`src/rtl/crcchk_regs_pkg.sv`:
```
package crcchk_regs_pkg;
  localparam int unsigned DW          = 32;
  localparam int unsigned CTRL_ADDR   = 0;
  localparam int unsigned INTC_ADDR   = 1;
  localparam int unsigned STAT_ADDR   = 2;
  localparam int unsigned REGION_BASE = 16;
  localparam int unsigned STAT_MIS_LSB = 16;

  // word offsets inside one region slot
  localparam logic [1:0] SUB_CFG = 2'd0;
  localparam logic [1:0] SUB_UL  = 2'd1;
  localparam logic [1:0] SUB_LR  = 2'd2;
  localparam logic [1:0] SUB_REF = 2'd3;
endpackage

```
`src/rtl/crcchk_ctrl_regs.sv`:
```
module crcchk_ctrl_regs (
  input  logic       clk,
  input  logic       rst_n,
  input  logic       wr_ctrl,
  input  logic       wr_intc,
  input  logic       wd_enable,
  input  logic [3:0] wd_pol,
  input  logic       wd_fmask,
  input  logic       wd_emask,
  input  logic       wd_freeze,
  output logic       run_en,
  output logic [3:0] pol,
  output logic       fmask,
  output logic       emask,
  output logic       freeze
);
  always_ff @(posedge clk or negedge rst_n) begin
    if (!rst_n) begin
      run_en <= 1'b0;
      pol    <= '0;
    end else if (wr_ctrl) begin
      run_en <= wd_enable;
      pol    <= wd_pol;
    end
  end

  always_ff @(posedge clk or negedge rst_n) begin
    if (!rst_n) begin
      fmask  <= 1'b1;
      emask  <= 1'b1;
      freeze <= 1'b0;
    end else if (wr_intc) begin
      if (!freeze) begin
        fmask <= wd_fmask;
        emask <= wd_emask;
      end
      freeze <= freeze | wd_freeze;
    end
  end

  assert_freeze_holds_R7: assert property (@(posedge clk) disable iff (!rst_n)
    freeze |=> (freeze && $stable(fmask) && $stable(emask)));

  assert_ctrl_write_R2: assert property (@(posedge clk) disable iff (!rst_n)
    wr_ctrl |=> (run_en == $past(wd_enable)) && (pol == $past(wd_pol)));

  assert_ctrl_hold_R2: assert property (@(posedge clk) disable iff (!rst_n)
    !wr_ctrl |=> $stable(run_en) && $stable(pol));
endmodule

```
`src/rtl/crcchk_status_regs.sv`:
```
module crcchk_status_regs #(
  parameter int unsigned NREG = 4
) (
  input  logic            clk,
  input  logic            rst_n,
  input  logic            evt_done,
  input  logic [NREG-1:0] evt_mis,
  input  logic            clr_en,
  input  logic            clr_func,
  input  logic [NREG-1:0] clr_mis,
  output logic            func_flag,
  output logic [NREG-1:0] mis_flags,
  output logic            err_flag
);
  logic [NREG-1:0] clr_mask;
  assign clr_mask = clr_en ? clr_mis : '0;

  // set pulse dominates a clear in the same cycle
  always_ff @(posedge clk or negedge rst_n) begin
    if (!rst_n) begin
      func_flag <= 1'b0;
      mis_flags <= '0;
    end else begin
      func_flag <= evt_done | (func_flag & ~(clr_en & clr_func));
      mis_flags <= evt_mis | (mis_flags & ~clr_mask);
    end
  end

  assign err_flag = |mis_flags;

  assert_done_sets_R3: assert property (@(posedge clk) disable iff (!rst_n)
    evt_done |=> func_flag);

  assert_func_clears_R3: assert property (@(posedge clk) disable iff (!rst_n)
    (clr_en && clr_func && !evt_done) |=> !func_flag);

  assert_mis_sets_R4: assert property (@(posedge clk) disable iff (!rst_n)
    (|evt_mis) |=> ((mis_flags & $past(evt_mis)) == $past(evt_mis)));

  assert_mis_sets_err_R5: assert property (@(posedge clk) disable iff (!rst_n)
    (|evt_mis) |=> err_flag);

  assert_err_drop_needs_clear_R5: assert property (@(posedge clk) disable iff (!rst_n)
    $fell(err_flag) |-> $past(clr_en));
endmodule

```
`src/rtl/crcchk_region.sv`:
```
module crcchk_region #(
  parameter int unsigned XW   = 13,
  parameter int unsigned YW   = 12,
  parameter int unsigned CRCW = 32
) (
  input  logic            clk,
  input  logic            rst_n,
  input  logic            wr_cfg,
  input  logic            wr_ul,
  input  logic            wr_lr,
  input  logic            wr_ref,
  input  logic            wd_en,
  input  logic            wd_lock,
  input  logic [XW-1:0]   wd_x,
  input  logic [YW-1:0]   wd_y,
  input  logic [CRCW-1:0] wd_ref,
  output logic            en,
  output logic            lock,
  output logic [XW-1:0]   x0,
  output logic [YW-1:0]   y0,
  output logic [XW-1:0]   x1,
  output logic [YW-1:0]   y1,
  output logic [CRCW-1:0] ref_crc
);
  always_ff @(posedge clk or negedge rst_n) begin
    if (!rst_n) begin
      en   <= 1'b0;
      lock <= 1'b0;
      x0   <= '0;
      y0   <= '0;
      x1   <= '0;
      y1   <= '0;
    end else if (!lock) begin
      if (wr_cfg) begin
        en   <= wd_en;
        lock <= wd_lock;
      end
      if (wr_ul) begin
        x0 <= wd_x;
        y0 <= wd_y;
      end
      if (wr_lr) begin
        x1 <= wd_x;
        y1 <= wd_y;
      end
    end
  end

  // the expected signature is outside the lock
  always_ff @(posedge clk or negedge rst_n) begin
    if (!rst_n)      ref_crc <= '0;
    else if (wr_ref) ref_crc <= wd_ref;
  end

  assert_lock_holds_R9: assert property (@(posedge clk) disable iff (!rst_n)
    lock |=> (lock && $stable(en) && $stable(x0) && $stable(y0)
              && $stable(x1) && $stable(y1)));

  assert_ref_write_R10: assert property (@(posedge clk) disable iff (!rst_n)
    wr_ref |=> ref_crc == $past(wd_ref));

  assert_ref_hold_R10: assert property (@(posedge clk) disable iff (!rst_n)
    !wr_ref |=> $stable(ref_crc));
endmodule

```
`src/rtl/crcchk_regbank.sv`:
```
module crcchk_regbank #(
  parameter int unsigned NREG   = 4,
  parameter int unsigned XW     = 13,
  parameter int unsigned YW     = 12,
  parameter int unsigned CRCW   = 32,
  parameter int unsigned ADDR_W = 8
) (
  input  logic                 clk,
  input  logic                 rst_n,
  input  logic                 bus_en,
  input  logic                 bus_we,
  input  logic [ADDR_W-1:0]    bus_addr,
  input  logic [31:0]          bus_wdata,
  output logic [31:0]          bus_rdata,
  input  logic                 evt_done,
  input  logic [NREG-1:0]      evt_mismatch,
  output logic                 chk_enable,
  output logic [3:0]           chk_polarity,
  output logic [NREG-1:0]      roi_enable,
  output logic [NREG*XW-1:0]   roi_x0,
  output logic [NREG*YW-1:0]   roi_y0,
  output logic [NREG*XW-1:0]   roi_x1,
  output logic [NREG*YW-1:0]   roi_y1,
  output logic [NREG*CRCW-1:0] roi_ref,
  output logic                 irq
);
  import crcchk_regs_pkg::*;

  localparam int unsigned IW = ADDR_W - 2;

  // ---------------- address decode ----------------
  logic wr, rd;
  logic hit_ctrl, hit_intc, hit_stat, rhit;
  logic [ADDR_W-1:0] roff;
  logic [IW-1:0]     ridx;
  logic [1:0]        rsub;

  assign wr       = bus_en & bus_we;
  assign rd       = bus_en & ~bus_we;
  assign hit_ctrl = (bus_addr == ADDR_W'(CTRL_ADDR));
  assign hit_intc = (bus_addr == ADDR_W'(INTC_ADDR));
  assign hit_stat = (bus_addr == ADDR_W'(STAT_ADDR));
  assign roff     = bus_addr - ADDR_W'(REGION_BASE);
  assign ridx     = roff[ADDR_W-1:2];
  assign rsub     = roff[1:0];
  assign rhit     = (bus_addr >= ADDR_W'(REGION_BASE)) && (ridx < IW'(NREG));

  // ---------------- control and interrupt masks ----------------
  logic fmask, emask, freeze;

  crcchk_ctrl_regs u_ctrl (
    .clk       (clk),
    .rst_n     (rst_n),
    .wr_ctrl   (wr && hit_ctrl),
    .wr_intc   (wr && hit_intc),
    .wd_enable (bus_wdata[0]),
    .wd_pol    (bus_wdata[4:1]),
    .wd_fmask  (bus_wdata[0]),
    .wd_emask  (bus_wdata[1]),
    .wd_freeze (bus_wdata[2]),
    .run_en    (chk_enable),
    .pol       (chk_polarity),
    .fmask     (fmask),
    .emask     (emask),
    .freeze    (freeze)
  );

  // ---------------- status ----------------
  logic            func_flag, err_flag;
  logic [NREG-1:0] mis_flags;

  crcchk_status_regs #(.NREG(NREG)) u_stat (
    .clk       (clk),
    .rst_n     (rst_n),
    .evt_done  (evt_done),
    .evt_mis   (evt_mismatch),
    .clr_en    (wr && hit_stat),
    .clr_func  (bus_wdata[0]),
    .clr_mis   (bus_wdata[STAT_MIS_LSB +: NREG]),
    .func_flag (func_flag),
    .mis_flags (mis_flags),
    .err_flag  (err_flag)
  );

  assign irq = (func_flag & ~fmask) | (err_flag & ~emask);

  // ---------------- regions ----------------
  logic            en_a   [NREG];
  logic            lock_a [NREG];
  logic [XW-1:0]   x0_a   [NREG];
  logic [YW-1:0]   y0_a   [NREG];
  logic [XW-1:0]   x1_a   [NREG];
  logic [YW-1:0]   y1_a   [NREG];
  logic [CRCW-1:0] ref_a  [NREG];

  for (genvar g = 0; g < NREG; g++) begin : g_roi
    logic sel;
    assign sel = wr && rhit && (ridx == IW'(g));

    crcchk_region #(.XW(XW), .YW(YW), .CRCW(CRCW)) u_roi (
      .clk     (clk),
      .rst_n   (rst_n),
      .wr_cfg  (sel && (rsub == SUB_CFG)),
      .wr_ul   (sel && (rsub == SUB_UL)),
      .wr_lr   (sel && (rsub == SUB_LR)),
      .wr_ref  (sel && (rsub == SUB_REF)),
      .wd_en   (bus_wdata[0]),
      .wd_lock (bus_wdata[1]),
      .wd_x    (bus_wdata[XW-1:0]),
      .wd_y    (bus_wdata[16 +: YW]),
      .wd_ref  (bus_wdata[CRCW-1:0]),
      .en      (en_a[g]),
      .lock    (lock_a[g]),
      .x0      (x0_a[g]),
      .y0      (y0_a[g]),
      .x1      (x1_a[g]),
      .y1      (y1_a[g]),
      .ref_crc (ref_a[g])
    );

    assign roi_enable[g]             = en_a[g];
    assign roi_x0[g*XW +: XW]        = x0_a[g];
    assign roi_y0[g*YW +: YW]        = y0_a[g];
    assign roi_x1[g*XW +: XW]        = x1_a[g];
    assign roi_y1[g*YW +: YW]        = y1_a[g];
    assign roi_ref[g*CRCW +: CRCW]   = ref_a[g];
  end

  // ---------------- read path ----------------
  logic [31:0] rd_word;

  always_comb begin
    rd_word = '0;
    if (hit_ctrl) begin
      rd_word[0]   = chk_enable;
      rd_word[4:1] = chk_polarity;
    end else if (hit_intc) begin
      rd_word[2:0] = {freeze, emask, fmask};
    end else if (hit_stat) begin
      rd_word[0] = func_flag;
      rd_word[1] = err_flag;
      rd_word[STAT_MIS_LSB +: NREG] = mis_flags;
    end else if (rhit) begin
      for (int r = 0; r < NREG; r++) begin
        if (ridx == IW'(r)) begin
          case (rsub)
            SUB_CFG: rd_word[1:0] = {lock_a[r], en_a[r]};
            SUB_UL: begin
              rd_word[XW-1:0]  = x0_a[r];
              rd_word[16 +: YW] = y0_a[r];
            end
            SUB_LR: begin
              rd_word[XW-1:0]  = x1_a[r];
              rd_word[16 +: YW] = y1_a[r];
            end
            default: rd_word[CRCW-1:0] = ref_a[r];
          endcase
        end
      end
    end
  end

  always_ff @(posedge clk or negedge rst_n) begin
    if (!rst_n)  bus_rdata <= '0;
    else if (rd) bus_rdata <= rd_word;
  end

  assert_irq_func_R6: assert property (@(posedge clk) disable iff (!rst_n)
    (func_flag && !fmask) |-> irq);

  assert_irq_err_R6: assert property (@(posedge clk) disable iff (!rst_n)
    (err_flag && !emask) |-> irq);

  assert_irq_quiet_R6: assert property (@(posedge clk) disable iff (!rst_n)
    (!func_flag && !err_flag) |-> !irq);

  assert_unmapped_zero_R11: assert property (@(posedge clk) disable iff (!rst_n)
    (rd && !rhit && (bus_addr > ADDR_W'(STAT_ADDR))) |=> (bus_rdata == '0));

  assert_rdata_hold_R11: assert property (@(posedge clk) disable iff (!rst_n)
    !rd |=> $stable(bus_rdata));
endmodule

```
`config.mk`:
```
export PLATFORM = sky130hd
export DESIGN_NAME = crcchk_regbank
export DESIGN_NICKNAME = d
export VERILOG_FILES = /design/src/rtl/crcchk_regs_pkg.sv /design/src/rtl/crcchk_ctrl_regs.sv /design/src/rtl/crcchk_status_regs.sv /design/src/rtl/crcchk_region.sv /design/src/rtl/crcchk_regbank.sv
export SDC_FILE = /design/constraint.sdc
export NUM_CORES = 1
export LEC_CHECK = 0
export BUFFER_PORTS_ARGS = -buffer_cell sky130_fd_sc_hd__buf_2
export CAP_MARGIN = 20
export CORE_UTILIZATION = 55
export DETAILED_ROUTE_END_ITERATION = 6
export PLACE_DENSITY = 0.82
export SLEW_MARGIN = 25
export SYNTH_ARGS = -nofsm -noshare
export SYNTH_HDL_FRONTEND = slang
export SYNTH_HIERARCHICAL = 1
export SYNTH_SLANG_ARGS = --single-unit
export TNS_END_PERCENT = 1
```
`constraint.sdc`:
```
create_clock -name clk -period 4.4 [get_ports clk]
set_clock_uncertainty 0.2 [all_clocks]
set_input_delay 0.88 -clock clk [delete_from_list [all_inputs] [get_ports clk]]
set_output_delay 0.88 -clock clk [all_outputs]
set_load 0.02 [all_outputs]
```
==> Implementation_results.wiki, run 1 <==
{| class="wikitable"
! Metric !! Value
|-
| Highest fanout seen on the critical path || 16
|-
| Worst min path class || in2async
|-
| Biggest area consumer among synthesized cells || sky130_fd_sc_hd__dfrtp_1
|-
| Final count of negative-setup-slack endpoints || 0
|-
| Result of the run || finished clean
|-
| Total Routing Usage GR || 33.5%
|-
| Number of antenna violations at the first check in global routing || 6
|-
| Final hold violations || 0
|-
| Number of DRC violations after detailed routing || 0
|-
| IO Port Bufs || about 420
|-
| Average wire length per cell after detail routing || approximately 27 um
|-
| Wire length of the first global-routing pass || approximately 84000 um
|-
| Worst Setup Start Kind || primary input
|-
| Final standard cell utilization of the core || between 60% and 70%
|-
| Pint || between 5 and 6 mW
|-
| Worst supply voltage drop on vdd || roughly 330 uV
|-
| Worst EP arrival || approximately 3.3 ns
|-
| Most numerous cell in the Yosys netlist || sky130_fd_sc_hd__dfrtp_1
|-
| Switching Share || 23.9%
|-
| Net switching power || about 1.9 mW
|-
| Largest net degree at the start of global routing || about 110
|-
| Via count of the first global-routing pass || approximately 13000
|-
| Slew at the pin closest to its max-slew limit || slightly above 0.8 ns
|-
| Reg power frac || ~47%
|-
| Clock-pin slew on the worst setup and hold paths || 0.06 ns
|-
| Total nets after synthesis || 1300
|-
| Max-slew headroom || 44.7%
|-
| Final net count || between 1500 and 2000
|-
| Static Leak || between 10 and 15 nW
|-
| Routed wl met3 || 5110 um
|-
| Count of cells resized by post-cts repair || 0
|-
| Number of buffers added for setup after CTS || 0
|-
| P per Cell Area || 363 mW/mm2
|-
| Gate Count Post-Synth || approximately 1300
|-
| TritonCTS clock tree || yes
|-
| Setup repair after global routing missed its margin || no
|-
| Synth top area cells || sky130_fd_sc_hd__dfrtp_1 53%, sky130_fd_sc_hd__mux2_2 20%, sky130_fd_sc_hd__mux2_4 7.6%
|-
| Clock net sink count || 381
|-
| Maximum clock rate || around 320 MHz
|-
| Sum of overflow across all layers after global routing || 0
|-
| Fraction of registers with async set or reset after synthesis || between 90% and 100%
|-
| Syn avg cell area || 14.2 um2
|-
| Most frequent cells after synthesis || 379 x sky130_fd_sc_hd__dfrtp_1, 318 x sky130_fd_sc_hd__mux2_2, 90 x sky130_fd_sc_hd__mux2_4, 54 x sky130_fd_sc_hd__nand2_1, 50 x sky130_fd_sc_hd__nor2_1
|-
| Kind of capture point of the worst setup path || register
|-
| Final period util || between 70 and 80%
|-
| Drt pass-1 iters || 7
|-
| DR vias || between 10000 and 15000
|-
| Setup TNS Final || 0 ns
|-
| Core Rows || 65
|-
| EDFF count, synth || 0
|-
| Worst EP required || approximately 4.6 ns
|-
| Global placer's final weighted congestion || around 0.89
|-
| Number of flip-flops and latches in the synthesized netlist || roughly 380
|-
| Die ar. || about 0.033 mm2
|-
| Met1 wire length || about 21000 um
|-
| Post-layout total power || 7.81 mW
|-
| Tmin final || 3.13 ns
|-
| Topmost layer with routed signal wires || met5
|-
| Max-cap violation count || 0
|-
| Initial core utilization || between 50% and 60%
|-
| Synthesis Warnings || 6
|-
| Worst Path Class, Setup || in2reg
|-
| Fraction of power consumed by combinational cells || roughly 8.5%
|-
| Seq/Total Area, Yosys || around 54%
|-
| Depth of the CTS H-tree || 2
|-
| Number of different library cells in the post-synthesis netlist || 50
|-
| Layout-stage area growth over the synthesis result || 21.3%
|-
| Total Routed Length || about 55000 um
|-
| Post-synthesis instance area || ~0.018 mm2
|-
| Bufs on Longest Clock Path || 3
|-
| Clock latency reported for the late side of the worst-skew pair || roughly 0.52 ns
|-
| Ports || between 400 and 500
|-
| Filler Cell Count || about 2300
|-
| HPWL Detailed || ~37000 um
|-
| X dimension of the die || 182 um
|-
| Met2 Routed Length || 26200 um
|-
| CTS Buf Count || 41
|-
| Number of violations reported at the end of detailed-routing iteration 0 || about 960
|-
| Vertical die dimension || 182 um
|-
| Top_reg_cell synth || sky130_fd_sc_hd__dfrtp_1
|-
| Count of pins over their slew limit || 0
|-
| Root buffer selected by CTS || sky130_fd_sc_hd__clkbuf_16
|-
| Fraction of layout cells with a size suffix above 1 || between 50% and 60%
|-
| Floorplan core area || between 0.03 and 0.04 mm2
|-
| Post-synth top area share || 53.4%
|-
| Detail-routed via count per cell || between 6 and 7
|-
| CTS Hold Bufs || 0
|-
| Clk pwr share || approximately 45%
|-
| Remaining antenna violation count || 0
|}
## state kept, by name, indices dropped and copies added, names as in the netlist
signal and cells:
bus_rdata 32, g_roi.u_roi/en 4, g_roi.u_roi/lock 4, g_roi.u_roi/ref_crc 128, g_roi.u_roi/x0 52, g_roi.u_roi/x1 52
g_roi.u_roi/y0 48, g_roi.u_roi/y1 48, u_ctrl/emask 1, u_ctrl/fmask 1, u_ctrl/freeze 1, u_ctrl/pol 4
u_ctrl/run_en 1, u_stat/func_flag 1, u_stat/mis_flags 4
## final timing paths
path | end | slack, ns | start | cells after the start
min reg2reg | bus_rdata[7]$_DFFE_PN0P_ | 0.28 | bus_rdata[7]$_DFFE_PN0P_ | 2
max reg2reg | bus_rdata[1]$_DFFE_PN0P_ | 2.34 | g_roi[0].u_roi/lock$_DFF_PN0_ | 5
max | g_roi[1].u_roi/x0[5]$_DFFE_PN0P_ | 1.27 | bus_addr[6] | 9
min | g_roi[2].u_roi/ref_crc[25]$_DFFE_PN0P_ | 0.22 | rst_n | 1
max in group asynchronous | u_ctrl/emask$_DFFE_PN1P_ | 2.80 | rst_n | 2
min in group clk | bus_rdata[7]$_DFFE_PN0P_ | 0.28 | bus_rdata[7]$_DFFE_PN0P_ | 2
## layer usage
metal	vias to the layer above	track usage, %
li1	5467	-
met1	6647	42.5
met2	766	53.2
met3	183	8.90
met4	8	16.9
met5	-	0
## critical path: stages
cell and delay (ns):
sky130_fd_sc_hd__buf_2 0.12, sky130_fd_sc_hd__nor4b_2 0.51, sky130_fd_sc_hd__nand3_1 0.26, sky130_fd_sc_hd__nor2_1 0.14
sky130_fd_sc_hd__nand2_1 0.14, sky130_fd_sc_hd__nor2_1 0.14, sky130_fd_sc_hd__nor2b_4 0.52, sky130_fd_sc_hd__buf_12 0.25
sky130_fd_sc_hd__mux2_2 0.35
## final cells by class
type                            instances  area (um2)  area share, %
Antenna cell                            2        5.00         0.0232
Clock buffer                           62        1250           5.79
Timing Repair Buffer                  455        2510           11.7
Tap cell                              402         503           2.34
Multi-Input combinational cell        770        7610           35.3
Inverter                                2        7.51         0.0349
Sequential cell                       381        9540           44.3
Clock inverter                          7         114          0.529
## power groups by stage
stage,Clock (mW),Sequential [mW],Combinational (mW)
after detailed placement,0,3.72,0.661
after global routing,3.67,3.67,0.708
after floorplan,0,3.81,0.246
final,3.48,3.67,0.665
after CTS,3.52,3.66,0.664
after global placement,0,3.72,0.650
## cell families (layout without fill, tap and decap cells)
group	count (synthesis)	after routing	synth area share [%]
compound gates	175	175	7.56
mux	437	437	30.6
buf+inv	100	526	3.83
other cells	0	2	0
simple gates	158	158	4.34
flops	381	381	53.7
## cell usage in the layout (no fill, tap or decap), types with 8 or more instances in the layout
cell                        Yosys  final
sky130_fd_sc_hd__buf_12         0     10
sky130_fd_sc_hd__a311oi_1       8      8
sky130_fd_sc_hd__nand3_1       13     13
sky130_fd_sc_hd__o41ai_1       11     11
sky130_fd_sc_hd__a22oi_1       27     27
sky130_fd_sc_hd__dfrtp_1      379    379
sky130_fd_sc_hd__a21o_1         8      8
sky130_fd_sc_hd__clkbuf_16      0     43
sky130_fd_sc_hd__mux2_1        12     12
sky130_fd_sc_hd__nand2_1       54     54
sky130_fd_sc_hd__clkbuf_1      33      9
sky130_fd_sc_hd__buf_4         20     30
sky130_fd_sc_hd__clkbuf_8       0     10
sky130_fd_sc_hd__mux4_2        15     15
sky130_fd_sc_hd__o21ai_0       13     13
sky130_fd_sc_hd__nor2_1        50     46
sky130_fd_sc_hd__mux2_4        90     90
sky130_fd_sc_hd__mux2_2       318    318
sky130_fd_sc_hd__buf_2         15    414
sky130_fd_sc_hd__a21oi_1       23     23
sky130_fd_sc_hd__o32ai_1       10     10
sky130_fd_sc_hd__a221oi_1      47     47
## metrics by stage
step                hold WS [ns]  setup WS [ns]  cell area [um2]  cells
floorplan                  0.249           1.31            17800   1251
global placement           0.260          0.815            20200   2010
detailed placement         0.269          0.717            20200   2010
CTS                        0.249           1.25            21500   2079
global route               0.271           1.12            21500   2080
finish                     0.223           1.27            21500   2081
Note: power is estimated with default switching activity, not from simulation.
==> inputs of run 2 (changes only) <==
--- a/config.mk
+++ b/config.mk
@@ -7,9 +7,9 @@
 export LEC_CHECK = 0
 export BUFFER_PORTS_ARGS = -buffer_cell sky130_fd_sc_hd__buf_2
 export CAP_MARGIN = 20
-export CORE_UTILIZATION = 55
+export CORE_UTILIZATION = 49
 export DETAILED_ROUTE_END_ITERATION = 6
-export PLACE_DENSITY = 0.82
+export PLACE_DENSITY = 0.78
 export SLEW_MARGIN = 25
 export SYNTH_ARGS = -nofsm -noshare
 export SYNTH_HDL_FRONTEND = slang
==> constraint.sdc (replaced) <==
create_clock -name clk -period 2.8 [get_ports clk]
set_clock_uncertainty 0.2 [all_clocks]
set_input_delay 0.56 -clock clk [delete_from_list [all_inputs] [get_ports clk]]
set_output_delay 0.56 -clock clk [all_outputs]
set_load 0.02 [all_outputs]
==> run 2 against run 1 <==
Effect of this change:
- critical path depth is 5 lower
- flip-flop and latch count stayed put
- largest power group unchanged
- worst setup slack worse by 1.2 ns
- register-to-register slack worse by 1.7 ns
- highest routed layer unchanged
==> Implementation_results.wiki, run 2 (synthesis results as in run 1) <==
{| class="wikitable"
! Metric !! Value
|-
| Final period util || a little over nine tenths
|-
| Clock latency reported for the late side of the worst-skew pair || 0.54 ns (+0.02 ns)
|-
| CTS Buf Count || 42 (+2.4%)
|-
| Final net count || 1758 (+3.4%)
|-
| Worst hold path endpoint || g_roi[1].u_roi/ref_crc[30]$_DFFE_PN0P_
|-
| Number of DRC violations after detailed routing || 0 (unchanged)
|-
| Result of the run || finished clean
|-
| Placed Instances || 2120 (+5.5%)
|-
| Setup TNS Final || 0 ns (unchanged)
|-
| Worst Setup Start Kind || register
|-
| Number of antenna violations at the first check in global routing || 3 (-3)
|-
| Drt pass-1 iters || 4 (-3)
|-
| Clock net sink count || 381 (unchanged)
|-
| Core Rows || 69 (+6.2%)
|-
| IO Port Bufs || 418 (unchanged)
|-
| Cell depth of the worst flop-to-flop path || 5 (unchanged)
|-
| Hold-critical path depth || 2
|-
| Number of diodes || 0 (-2)
|-
| Floorplan core area || 0.0356 mm2 (+12%)
|-
| Crit path largest cell delay || 0.59 ns (+0.07 ns)
|-
| Most frequent cells in the layout || 414 x sky130_fd_sc_hd__buf_2, 379 x sky130_fd_sc_hd__dfrtp_1, 318 x sky130_fd_sc_hd__mux2_2
|-
| Sum of overflow across all layers after global routing || 0 (unchanged)
|-
| Commonest non-fill, non-tap cell in the layout || sky130_fd_sc_hd__buf_2
|-
| Detail-routed via count per cell || 6.08 (-3.3%)
|-
| Total Routing Usage GR || 31.2% (-2.2 points)
|-
| Final standard cell utilization of the core || 62.7% (-5.4 points)
|-
| Layout-stage area growth over the synthesis result || 25.6%
|-
| Worst min path class || in2reg
|-
| Max FFs per register || 128 (unchanged)
|-
| Worst min-delay path startpoint || bus_wdata[30]
|-
| Largest net degree at the start of global routing || 82 (-22%)
|-
| Beginning of the worst register-to-register path || g_roi[0].u_roi/lock$_DFF_PN0_
|-
| DR vias || 13400 (+2.4%)
|-
| Count of cells resized by post-cts repair || 0 (unchanged)
|-
| Count of pins over their slew limit || 0 (unchanged)
|-
| Final count of negative-setup-slack endpoints || 0 (unchanged)
|-
| Worst EP required || 2.04 ns (-2.55 ns)
|-
| Ports || 419 (unchanged)
|-
| Remaining antenna violation count || 0 (unchanged)
|-
| Filler Cell Count || 2717 (+19%)
|-
| End of the worst register-to-register path || bus_rdata[1]$_DFFE_PN0P_
|-
| Critical Path, Cell by Cell || or4_1, inv_1, o22ai_1, buf_2
|-
| Global placer's final weighted congestion || 0.857 (-3.5%)
|-
| Kind of capture point of the worst setup path || output pin
|-
| Register with the highest flop count || g_roi.u_roi/ref_crc
|-
| Clock-pin slew on the worst setup and hold paths || 0.06 ns (about the same)
|-
| Crit-path slowest cell || sky130_fd_sc_hd__or4_1
|-
| Number of violations reported at the end of detailed-routing iteration 0 || 828 (-13%)
|-
| Worst-case register-to-register setup slack || 0.67 ns (-1.67 ns)
|-
| Final hold violations || 0 (unchanged)
|-
| WHS || 0.0961 ns (-0.127 ns)
|-
| Wire length of the first global-routing pass || 86300 um (+3.3%)
|-
| Leading registers by flop count || g_roi.u_roi/ref_crc x128, g_roi.u_roi/x0 x52, g_roi.u_roi/x1 x52
|-
| Bufs on Longest Clock Path || 3 (unchanged)
|-
| Total Routed Length || 58000 um (+4.7%)
|-
| Static Leak || 12.1 nW (+3.1%)
|-
| Average wire length per cell after detail routing || 26.3 um (-1.1%)
|-
| Root buffer selected by CTS || sky130_fd_sc_hd__clkbuf_16
|-
| Vertical die dimension || 192 um (+5.9%)
|-
| Highest fanout seen on the critical path || 3 (-13)
|-
| Max-cap violation count || 0 (unchanged)
|-
| Die ar. || 0.0370 mm2 (+12%)
|-
| Depth of the CTS H-tree || 2 (unchanged)
|-
| Maximum clock rate || approximately 370 MHz
|-
| Max-slew headroom || 59.8% (+15 points)
|-
| P per Cell Area || 559 mW/mm2 (+54%)
|-
| X dimension of the die || 192 um (+5.9%)
|-
| Tmin final || approximately 2.7 ns
|-
| TritonCTS clock tree || yes
|-
| HPWL Detailed || 39800 um (+8.4%)
|-
| Worst Path Class, Setup || reg2out
|-
| Worst supply voltage drop on vdd || 572 uV (+74%)
|-
| Initial core utilization || 49.9% (-6.2 points)
|-
| Via count of the first global-routing pass || 13800 (+2.8%)
|-
| Fraction of layout cells with a size suffix above 1 || 58.7% (+1.2 points)
|-
| Slew at the pin closest to its max-slew limit || 0.604 ns (-0.226 ns)
|-
| Non-Filler Instances || 2203 (+5.9%)
|-
| Worst EP arrival || 1.93 ns (-1.39 ns)
|-
| Setup repair after global routing missed its margin || no
|}
## run 2: per-layer routing
layer / global-route usage, % / vias up / wire length [um]
met3: 7.77 / 171 / 4980
li1: - / 5608 / -
met2: 50.7 / 711 / 27700
met5: 0 / - / 41
met1: 39.4 / 6888 / 22600
met4: 14.2 / 6 / 2590
## run 2: worst max path at each step
stage	depth (start not counted)	slack, ns	startpoint	endpoint
floorplan	7	0.03	bus_addr[6]	g_roi[3].u_roi/ref_crc[10]$_DFFE_PN0P_
global placement	7	-0.18	bus_addr[6]	g_roi[2].u_roi/x0[5]$_DFFE_PN0P_
detailed placement	7	-0.19	bus_addr[6]	g_roi[2].u_roi/ref_crc[26]$_DFFE_PN0P_
finish	4	0.11	u_stat/mis_flags[1]$_DFF_PN0_	irq
global route	4	0.07	u_stat/mis_flags[1]$_DFF_PN0_	irq
CTS	4	0.10	u_stat/mis_flags[1]$_DFF_PN0_	irq
## run 2: critical path, delay by kind of cell, from the launching register on
family | cells | cell delay, ns
flip-flops | 1 | 0.40
AO/OA/AOI/OAI | 1 | 0.10
AND/OR/NAND/NOR | 1 | 0.59
buffers and inverters | 2 | 0.30
## run 2: timing repair
item / CTS / global route
setup buffers: 0 / 0
endpoints found under the hold margin: 61 / 0
hold buffers: 6 / 0
## run 2: where the power goes
group | internal (mW) | switching, mW
sequential | 5.64 | 0.124
combinational | 0.396 | 0.691
clock | 3.36 | 2.25
## run 2: stage by stage
step / cell area [um2] / worst slack (ns) / total power [mW]
2_1_floorplan: 17800 / 0.0349 / 6.37
6_report: 22300 / 0.109 / 12.5
3_5_place_dp: 20800 / -0.195 / 6.93
4_1_cts: 22300 / 0.103 / 12.6
3_3_place_gp: 20800 / -0.178 / 6.90
5_1_grt: 22300 / 0.0655 / 12.9
## run 2: area by class of cell
class                      count  area (um2)  area share (%)
sequential                   381        9540            42.8
inverter                       2        7.51          0.0337
multi-input combinational    770        7610            34.1
timing repair buffer         512        3160            14.2
clock inverter                13         129           0.578
clock buffer                  64        1290            5.77
tap                          461         577            2.59
